==> config.mk <==
export PLATFORM = sky130hd
export DESIGN_NAME = ucs_seq
export DESIGN_NICKNAME = d
export VERILOG_FILES = /design/src/rtl/ucs_pkg.sv /design/src/rtl/ucs_cond.sv /design/src/rtl/ucs_stack.sv /design/src/rtl/ucs_map.sv /design/src/rtl/ucs_seq.sv
export SDC_FILE = /design/constraint.sdc
export NUM_CORES = 1
export LEC_CHECK = 0
export BUFFER_PORTS_ARGS = -buffer_cell sky130_fd_sc_hd__buf_2
export CORE_UTILIZATION = 57
export DETAILED_ROUTE_END_ITERATION = 6
export GPL_ROUTABILITY_DRIVEN = 0
export PLACE_DENSITY = 0.77
export SYNTH_ARGS = -nofsm -noshare
export SYNTH_HDL_FRONTEND = slang
export SYNTH_HIERARCHICAL = 1
export SYNTH_SLANG_ARGS = --single-unit
==> constraint.sdc <==
create_clock -name clk -period 2.9 [get_ports clk]
set_input_delay 0.58 -clock clk [delete_from_list [all_inputs] [get_ports clk]]
set_output_delay 0.58 -clock clk [all_outputs]
set_load 0.005 [all_outputs]
==> src/rtl/ucs_pkg.sv <==
package ucs_pkg;
   typedef enum logic [2:0] {
      SQ_INC  = 3'd0,
      SQ_JMP  = 3'd1,
      SQ_CJMP = 3'd2,
      SQ_COR  = 3'd3,
      SQ_CLOW = 3'd4,
      SQ_CALL = 3'd5,
      SQ_RET  = 3'd6,
      SQ_MAP  = 3'd7
   } sq_op_e;

   typedef enum logic [1:0] {
      MM_SEG  = 2'd0,
      MM_ZEXT = 2'd1,
      MM_TBL  = 2'd2,
      MM_TBLB = 2'd3
   } map_mode_e;
endpackage

==> src/rtl/ucs_cond.sv <==
module ucs_cond #(
   parameter int SEL_W = 3,
   localparam int NCOND = 1 << SEL_W
) (
   input  logic [NCOND-1:0] cond_vec,
   input  logic [SEL_W-1:0] sel,
   input  logic             inv,
   output logic             taken
);
   if (SEL_W < 1) begin : g_bad_sel
      $error("ucs_cond: SEL_W must be at least 1");
   end

   assign taken = cond_vec[sel] ^ inv;
endmodule

==> src/rtl/ucs_stack.sv <==
module ucs_stack #(
   parameter int ADDR_W = 8,
   parameter int DEPTH  = 4,
   localparam int CNT_W = $clog2(DEPTH + 1),
   localparam int IDX_W = $clog2(DEPTH)
) (
   input  logic              clk,
   input  logic              rst,
   input  logic              push,
   input  logic              pop,
   input  logic [ADDR_W-1:0] wdata,
   output logic [ADDR_W-1:0] top,
   output logic              full,
   output logic              empty,
   output logic [CNT_W-1:0]  count
);
   if (DEPTH < 2) begin : g_bad_depth
      $error("ucs_stack: DEPTH must be at least 2");
   end

   logic [ADDR_W-1:0] mem [DEPTH];
   logic [CNT_W-1:0]  cnt_q;
   logic [CNT_W-1:0]  tos;

   assign full  = (cnt_q == CNT_W'(DEPTH));
   assign empty = (cnt_q == '0);
   assign count = cnt_q;
   assign tos   = cnt_q - 1'b1;
   assign top   = empty ? '0 : mem[tos[IDX_W-1:0]];

   always_ff @(posedge clk) begin
      if (rst) begin
         cnt_q <= '0;
      end else if (push && !full) begin
         cnt_q <= cnt_q + 1'b1;
      end else if (pop && !empty) begin
         cnt_q <= cnt_q - 1'b1;
      end
   end

   always_ff @(posedge clk) begin
      if (!rst && push && !full) begin
         mem[cnt_q[IDX_W-1:0]] <= wdata;
      end
   end
endmodule

==> src/rtl/ucs_map.sv <==
module ucs_map #(
   parameter int ADDR_W = 8,
   parameter int OP_W   = 4,
   parameter logic [(2**OP_W)*ADDR_W-1:0] TABLE = '0,
   localparam int SH = ADDR_W - OP_W
) (
   input  logic [OP_W-1:0]   op,
   input  logic [1:0]        mode,
   output logic [ADDR_W-1:0] addr
);
   import ucs_pkg::*;

   if (OP_W > ADDR_W) begin : g_bad_op
      $error("ucs_map: OP_W must not exceed ADDR_W");
   end

   logic [ADDR_W-1:0] seg_addr;
   logic [ADDR_W-1:0] zext_addr;
   logic [ADDR_W-1:0] tbl [2**OP_W];

   if (SH == 0) begin : g_full_op
      assign seg_addr  = op;
      assign zext_addr = op;
   end else begin : g_pad_op
      assign seg_addr  = {op, {SH{1'b0}}};
      assign zext_addr = {{SH{1'b0}}, op};
   end

   for (genvar i = 0; i < 2**OP_W; i++) begin : g_tbl
      assign tbl[i] = TABLE[i*ADDR_W +: ADDR_W];
   end

   always_comb begin
      unique case (map_mode_e'(mode))
         MM_SEG:  addr = seg_addr;
         MM_ZEXT: addr = zext_addr;
         default: addr = tbl[op];
      endcase
   end
endmodule

==> src/rtl/ucs_seq.sv <==
module ucs_seq #(
   parameter int ADDR_W    = 8,
   parameter int OP_W      = 4,
   parameter int STK_DEPTH = 4,
   parameter int SEL_W     = 3,
   parameter int LOW_W     = 4,
   parameter logic [(2**OP_W)*ADDR_W-1:0] MAP_TABLE = '0
) (
   input  logic                  clk,
   input  logic                  rst,
   input  logic [2:0]            seq_op,
   input  logic [ADDR_W-1:0]     br_target,
   input  logic [SEL_W-1:0]      cond_sel,
   input  logic                  cond_inv,
   input  logic [2**SEL_W-1:0]   cond_vec,
   input  logic [OP_W-1:0]       opcode,
   input  logic [1:0]            map_mode,
   output logic [ADDR_W-1:0]     next_addr,
   output logic                  stk_err
);
   import ucs_pkg::*;

   localparam int CNT_W = $clog2(STK_DEPTH + 1);
   localparam logic [ADDR_W-1:0] LOW_MASK = {{(ADDR_W-LOW_W){1'b0}}, {LOW_W{1'b1}}};

   if (LOW_W < 1 || LOW_W >= ADDR_W) begin : g_bad_low
      $error("ucs_seq: LOW_W must lie in 1..ADDR_W-1");
   end

   logic [ADDR_W-1:0] upc_q, upc_d, inc_addr, map_addr, ret_addr;
   logic              err_q, err_d;
   logic              taken, push, pop, full, empty;
   logic [CNT_W-1:0]  stk_cnt;

   ucs_cond #(.SEL_W(SEL_W)) u_cond (
      .cond_vec(cond_vec), .sel(cond_sel), .inv(cond_inv), .taken(taken)
   );

   ucs_map #(.ADDR_W(ADDR_W), .OP_W(OP_W), .TABLE(MAP_TABLE)) u_map (
      .op(opcode), .mode(map_mode), .addr(map_addr)
   );

   ucs_stack #(.ADDR_W(ADDR_W), .DEPTH(STK_DEPTH)) u_stack (
      .clk(clk), .rst(rst), .push(push), .pop(pop), .wdata(inc_addr),
      .top(ret_addr), .full(full), .empty(empty), .count(stk_cnt)
   );

   assign inc_addr = upc_q + 1'b1;

   always_comb begin
      upc_d = inc_addr;
      err_d = err_q;
      push  = 1'b0;
      pop   = 1'b0;
      unique case (sq_op_e'(seq_op))
         SQ_INC:  upc_d = inc_addr;
         SQ_JMP:  upc_d = br_target;
         SQ_CJMP: upc_d = taken ? br_target : inc_addr;
         SQ_COR:  upc_d = taken ? (upc_q | br_target) : inc_addr;
         SQ_CLOW: upc_d = taken ? ((upc_q & ~LOW_MASK) | (br_target & LOW_MASK)) : inc_addr;
         SQ_CALL: begin
            if (full) begin
               upc_d = upc_q;
               err_d = 1'b1;
            end else begin
               upc_d = br_target;
               push  = 1'b1;
            end
         end
         SQ_RET: begin
            if (empty) begin
               upc_d = upc_q;
               err_d = 1'b1;
            end else begin
               upc_d = ret_addr;
               pop   = 1'b1;
            end
         end
         SQ_MAP:  upc_d = map_addr;
         default: upc_d = inc_addr;
      endcase
   end

   always_ff @(posedge clk) begin
      if (rst) begin
         upc_q <= '0;
         err_q <= 1'b0;
      end else begin
         upc_q <= upc_d;
         err_q <= err_d;
      end
   end

   assign next_addr = upc_q;
   assign stk_err   = err_q;
endmodule

==> flow_summary.toml <==
[placed_design]
detail_placement_hpwl_um = 4451
port_buffers = 39

[synth]
yosys.area.top_type_share_pct = 34.99
synth.cell_area_mm2 = 0.002746
netlist.top_cell.by_area = "sky130_fd_sc_hd__edfxtp_1"
yosys.cell_count.top_type = "sky130_fd_sc_hd__edfxtp_1"
synth.area.top_cells = "sky130_fd_sc_hd__edfxtp_1 (35%), sky130_fd_sc_hd__dfxtp_1 (8.7%), sky130_fd_sc_hd__mux4_2 (6.6%)"
synthesis.nets = 289
synthesis.instances = 251
ys.flop_type = "sky130_fd_sc_hd__edfxtp_1"
synth_sequential_area_ratio_pct = 43.74
netlist_top_cells_count = "sky130_fd_sc_hd__edfxtp_1 (32), sky130_fd_sc_hd__a21oi_1 (19), sky130_fd_sc_hd__nor2_1 (17)"
asyncSetResetFlopFracSynth_pct = 0
syn_area_per_cell_um2 = 10.94
synthesis_warnings = 6
netlist-cell-type-count = 58
synth_seq_cells = 44
synth-edff-count = 32

[global_route]
first_global_vias = 1945
grt_first_pass_wirelength_um = 9570
grt_antenna_before_repair = 0
grt_use_total_pct = 24.95
grt.overflow.total = 0
grt_start_max_net_pins = 24

[floorplan]
io-pin-count = 40
die_area_mm2 = 0.005100
floorplan.initialDensity_pct = 60.97
die_w_um = 71.42
die_height_um = 71.42
design.core.area_mm2 = 0.004504
fp-row-count = 24

[worst_setup_path]
worst_path_max_delay_cell = "sky130_fd_sc_hd__ha_1"
cp.depth = 8
critical-path-top-delay-family = "compound AO/OA/AOI/OAI gates"
worst-path-buf-inv = 1
worst_ep_required_time_ps = 3060
delay_of_the_slowest_critical_path_stage_ps = 450
path_cells = "inv_1 > ha_1 > mux4_2 > nor2b_1 > o21ai_0 > a32oi_1 > a2111oi_0 > a2111oi_1"
r2r_setup_slack_ps = 510
crit_fanout = 6
critical_path_class = "register to register"
ff_to_ff_path_depth = 8
crit_path_start_kind = "register"
worst-endpoint-arrival_ps = 2550
worstSetupEndpointType = "register"

[route]
antenna_violating_nets_post_route = 0
drt_drc_violations_left = 0
wire_per_inst_um = 17.36
drt_pre_antenna_iters = 5
vias_per_cell = 6.233
drt_iter0_drc = 204
drt_wl_total_um = 5956
dr_total_vias = 2138

[timing]
slew_viol_final = 0
hold-worst-slack_ps = 482.7
setup_viol_count_final = 0
finalClockSkew_ps = 7.439
timing.setup.tns_ps = 0
max_freq_ghz = 0.4186
worst_slew_margin_rel_pct = 62.91
tightest_slew_ps = 552.1
layout_min_cycle_time_ps = 2389
grt_setup_unrepaired = "no"
final_hold_fails = 0
final_min_period_over_clock_period_pct = 82.38

[pwr]
total_leakage_power_nw = 1.169
power.share.sequential_pct = 50.1
peak_vdd_ir_uv = 408.5
power.density_cell_area_mw_per_mm2 = 477.7
power.switching_fraction_pct = 25.90
p_int_mw = 1.084
p_sw_mw = 0.3790
clk_pwr_share_pct = 31.2
power.share.combinational_pct = 18.7

[status]
run_status = "completed"

[cells_and_area]
final.fill_count = 358
layout.nets = 328
final_layout_size_suffix_gt1_share_pct = 25.43
synthToLayoutAreaGrowth_pct = 11.53
insertedDiodeCount = 0

[clocking]
ctsLongestPathBuffers = 2
clk_transition_reported_paths_ps = 80
tritoncts = "yes"
cts-resized-gates = 0
clock_tree.htree_level_count = 2
numCtsBuffers = 5
post-cts-setup-buffer-count = 0
cts.sinks = 44
cts-root-buf = "sky130_fd_sc_hd__clkbuf_8"
ctsHoldBuffers = 0
worstSkewPairLatency_ps = 300

[min_path]
worst_hold_path_type = "register to register"
hold_path_depth = 2

[job]
max-cap-violations = 0
[cell families (layout without fill, tap and decap cells)]
group           count (synthesis)  count (layout)  synth area share, %
compound gates                 61              61                15.08
flops                          44              44                43.74
buf+inv                        20              60                4.601
simple gates                   97              97                21.37
mux                            15              15                9.795
xor+xnor                        7               7                2.232
fa+ha+maj                       7               7                3.189
[power by group through the flow]
stage                     combinational (mW)  clock, mW  sequential [mW]
final                                  0.273      0.456            0.734
after global routing                   0.300      0.485            0.736
after CTS                              0.271      0.465            0.732
after detailed placement               0.270          0            0.747
after global placement                 0.269          0            0.747
after floorplan                        0.197          0            0.737
[worst reg2reg max path, delay by kind of cell, from the launching register on]
kind                       cells  cell delay (ps)
AOI/OAI and AO/OA              4              830
adders and majority gates      1              450
DFF                            1              380
muxes                          1              350
and+or+nand+nor                1              140
buffers and inverters          1              100
[metal layers]
layer	vias to the layer above	routed length (µm)	global-route usage [%]
met3	13	489	4.641
met5	-	0	0
met2	90	2683	37.46
met1	1002	2702	36.90
met4	0	80	8.000
li1	1033	-	-
[per-stage QoR]
| step | power, mW | instances | worst slack (ps) | util [%] | instance area (µm²) |
|---|---|---|---|---|---|
| after CTS | 1.468 | 343 | 488.8 | 68.00 | 3063 |
| after floorplan | 0.9343 | 251 | 395.9 | - | 2746 |
| after global placement | 1.016 | 335 | 398.4 | 65.61 | 2955 |
| after global routing | 1.521 | 343 | 306.7 | 68.00 | 3063 |
| final | 1.463 | 343 | 511.0 | 68.00 | 3063 |
| after detailed placement | 1.017 | 335 | 300.4 | 65.61 | 2955 |
[sequential cells by signal, summed over array words and instances (netlist names)]
signal and flops:
u_stack/count 3, u_stack/mem 32, stk_err 1, next_addr 8
[cell type report]
| class | instances | area [µm²] | area share [%] |
|---|---|---|---|
| Multi-Input combinational cell | 187 | 1419 | 46.32 |
| Sequential cell | 44 | 1201 | 39.22 |
| Timing Repair Buffer | 46 | 247.7 | 8.088 |
| Clock buffer | 6 | 72.57 | 2.369 |
| Tap cell | 52 | 65.06 | 2.124 |
| Clock inverter | 2 | 35.03 | 1.144 |
| Inverter | 6 | 22.52 | 0.7353 |
[final timing paths]
check / from / endpoint
worst max register to register: u_stack/count[1] / next_addr[0]
worst min-delay path: stk_err / stk_err
worst min register to register: stk_err / stk_err
worst max-delay path: u_stack/count[1] / next_addr[0]
[layout by cell type, fill, tap and decap left out, types with 3 or more instances in the layout]
cell,instances
sky130_fd_sc_hd__a211oi_1,4
sky130_fd_sc_hd__a21oi_1,19
sky130_fd_sc_hd__a31oi_1,5
sky130_fd_sc_hd__a32oi_1,3
sky130_fd_sc_hd__and2_1,6
sky130_fd_sc_hd__and3b_1,5
sky130_fd_sc_hd__buf_2,39
sky130_fd_sc_hd__buf_4,7
sky130_fd_sc_hd__clkbuf_8,5
sky130_fd_sc_hd__dfxtp_1,12
sky130_fd_sc_hd__edfxtp_1,32
sky130_fd_sc_hd__ha_1,7
sky130_fd_sc_hd__inv_1,6
sky130_fd_sc_hd__mux2i_1,4
sky130_fd_sc_hd__mux4_2,8
sky130_fd_sc_hd__nand2_1,9
sky130_fd_sc_hd__nand2b_1,8
sky130_fd_sc_hd__nand3_1,14
sky130_fd_sc_hd__nand3b_1,3
sky130_fd_sc_hd__nand4_1,3
sky130_fd_sc_hd__nor2_1,17
sky130_fd_sc_hd__nor2b_1,9
sky130_fd_sc_hd__nor2b_4,3
sky130_fd_sc_hd__nor3b_1,5
sky130_fd_sc_hd__o21ai_0,7
sky130_fd_sc_hd__o21ai_1,3
sky130_fd_sc_hd__or3_1,4
sky130_fd_sc_hd__xnor2_1,4
sky130_fd_sc_hd__xor2_1,3
No activity file was read; power rests on OpenSTA's default activity.
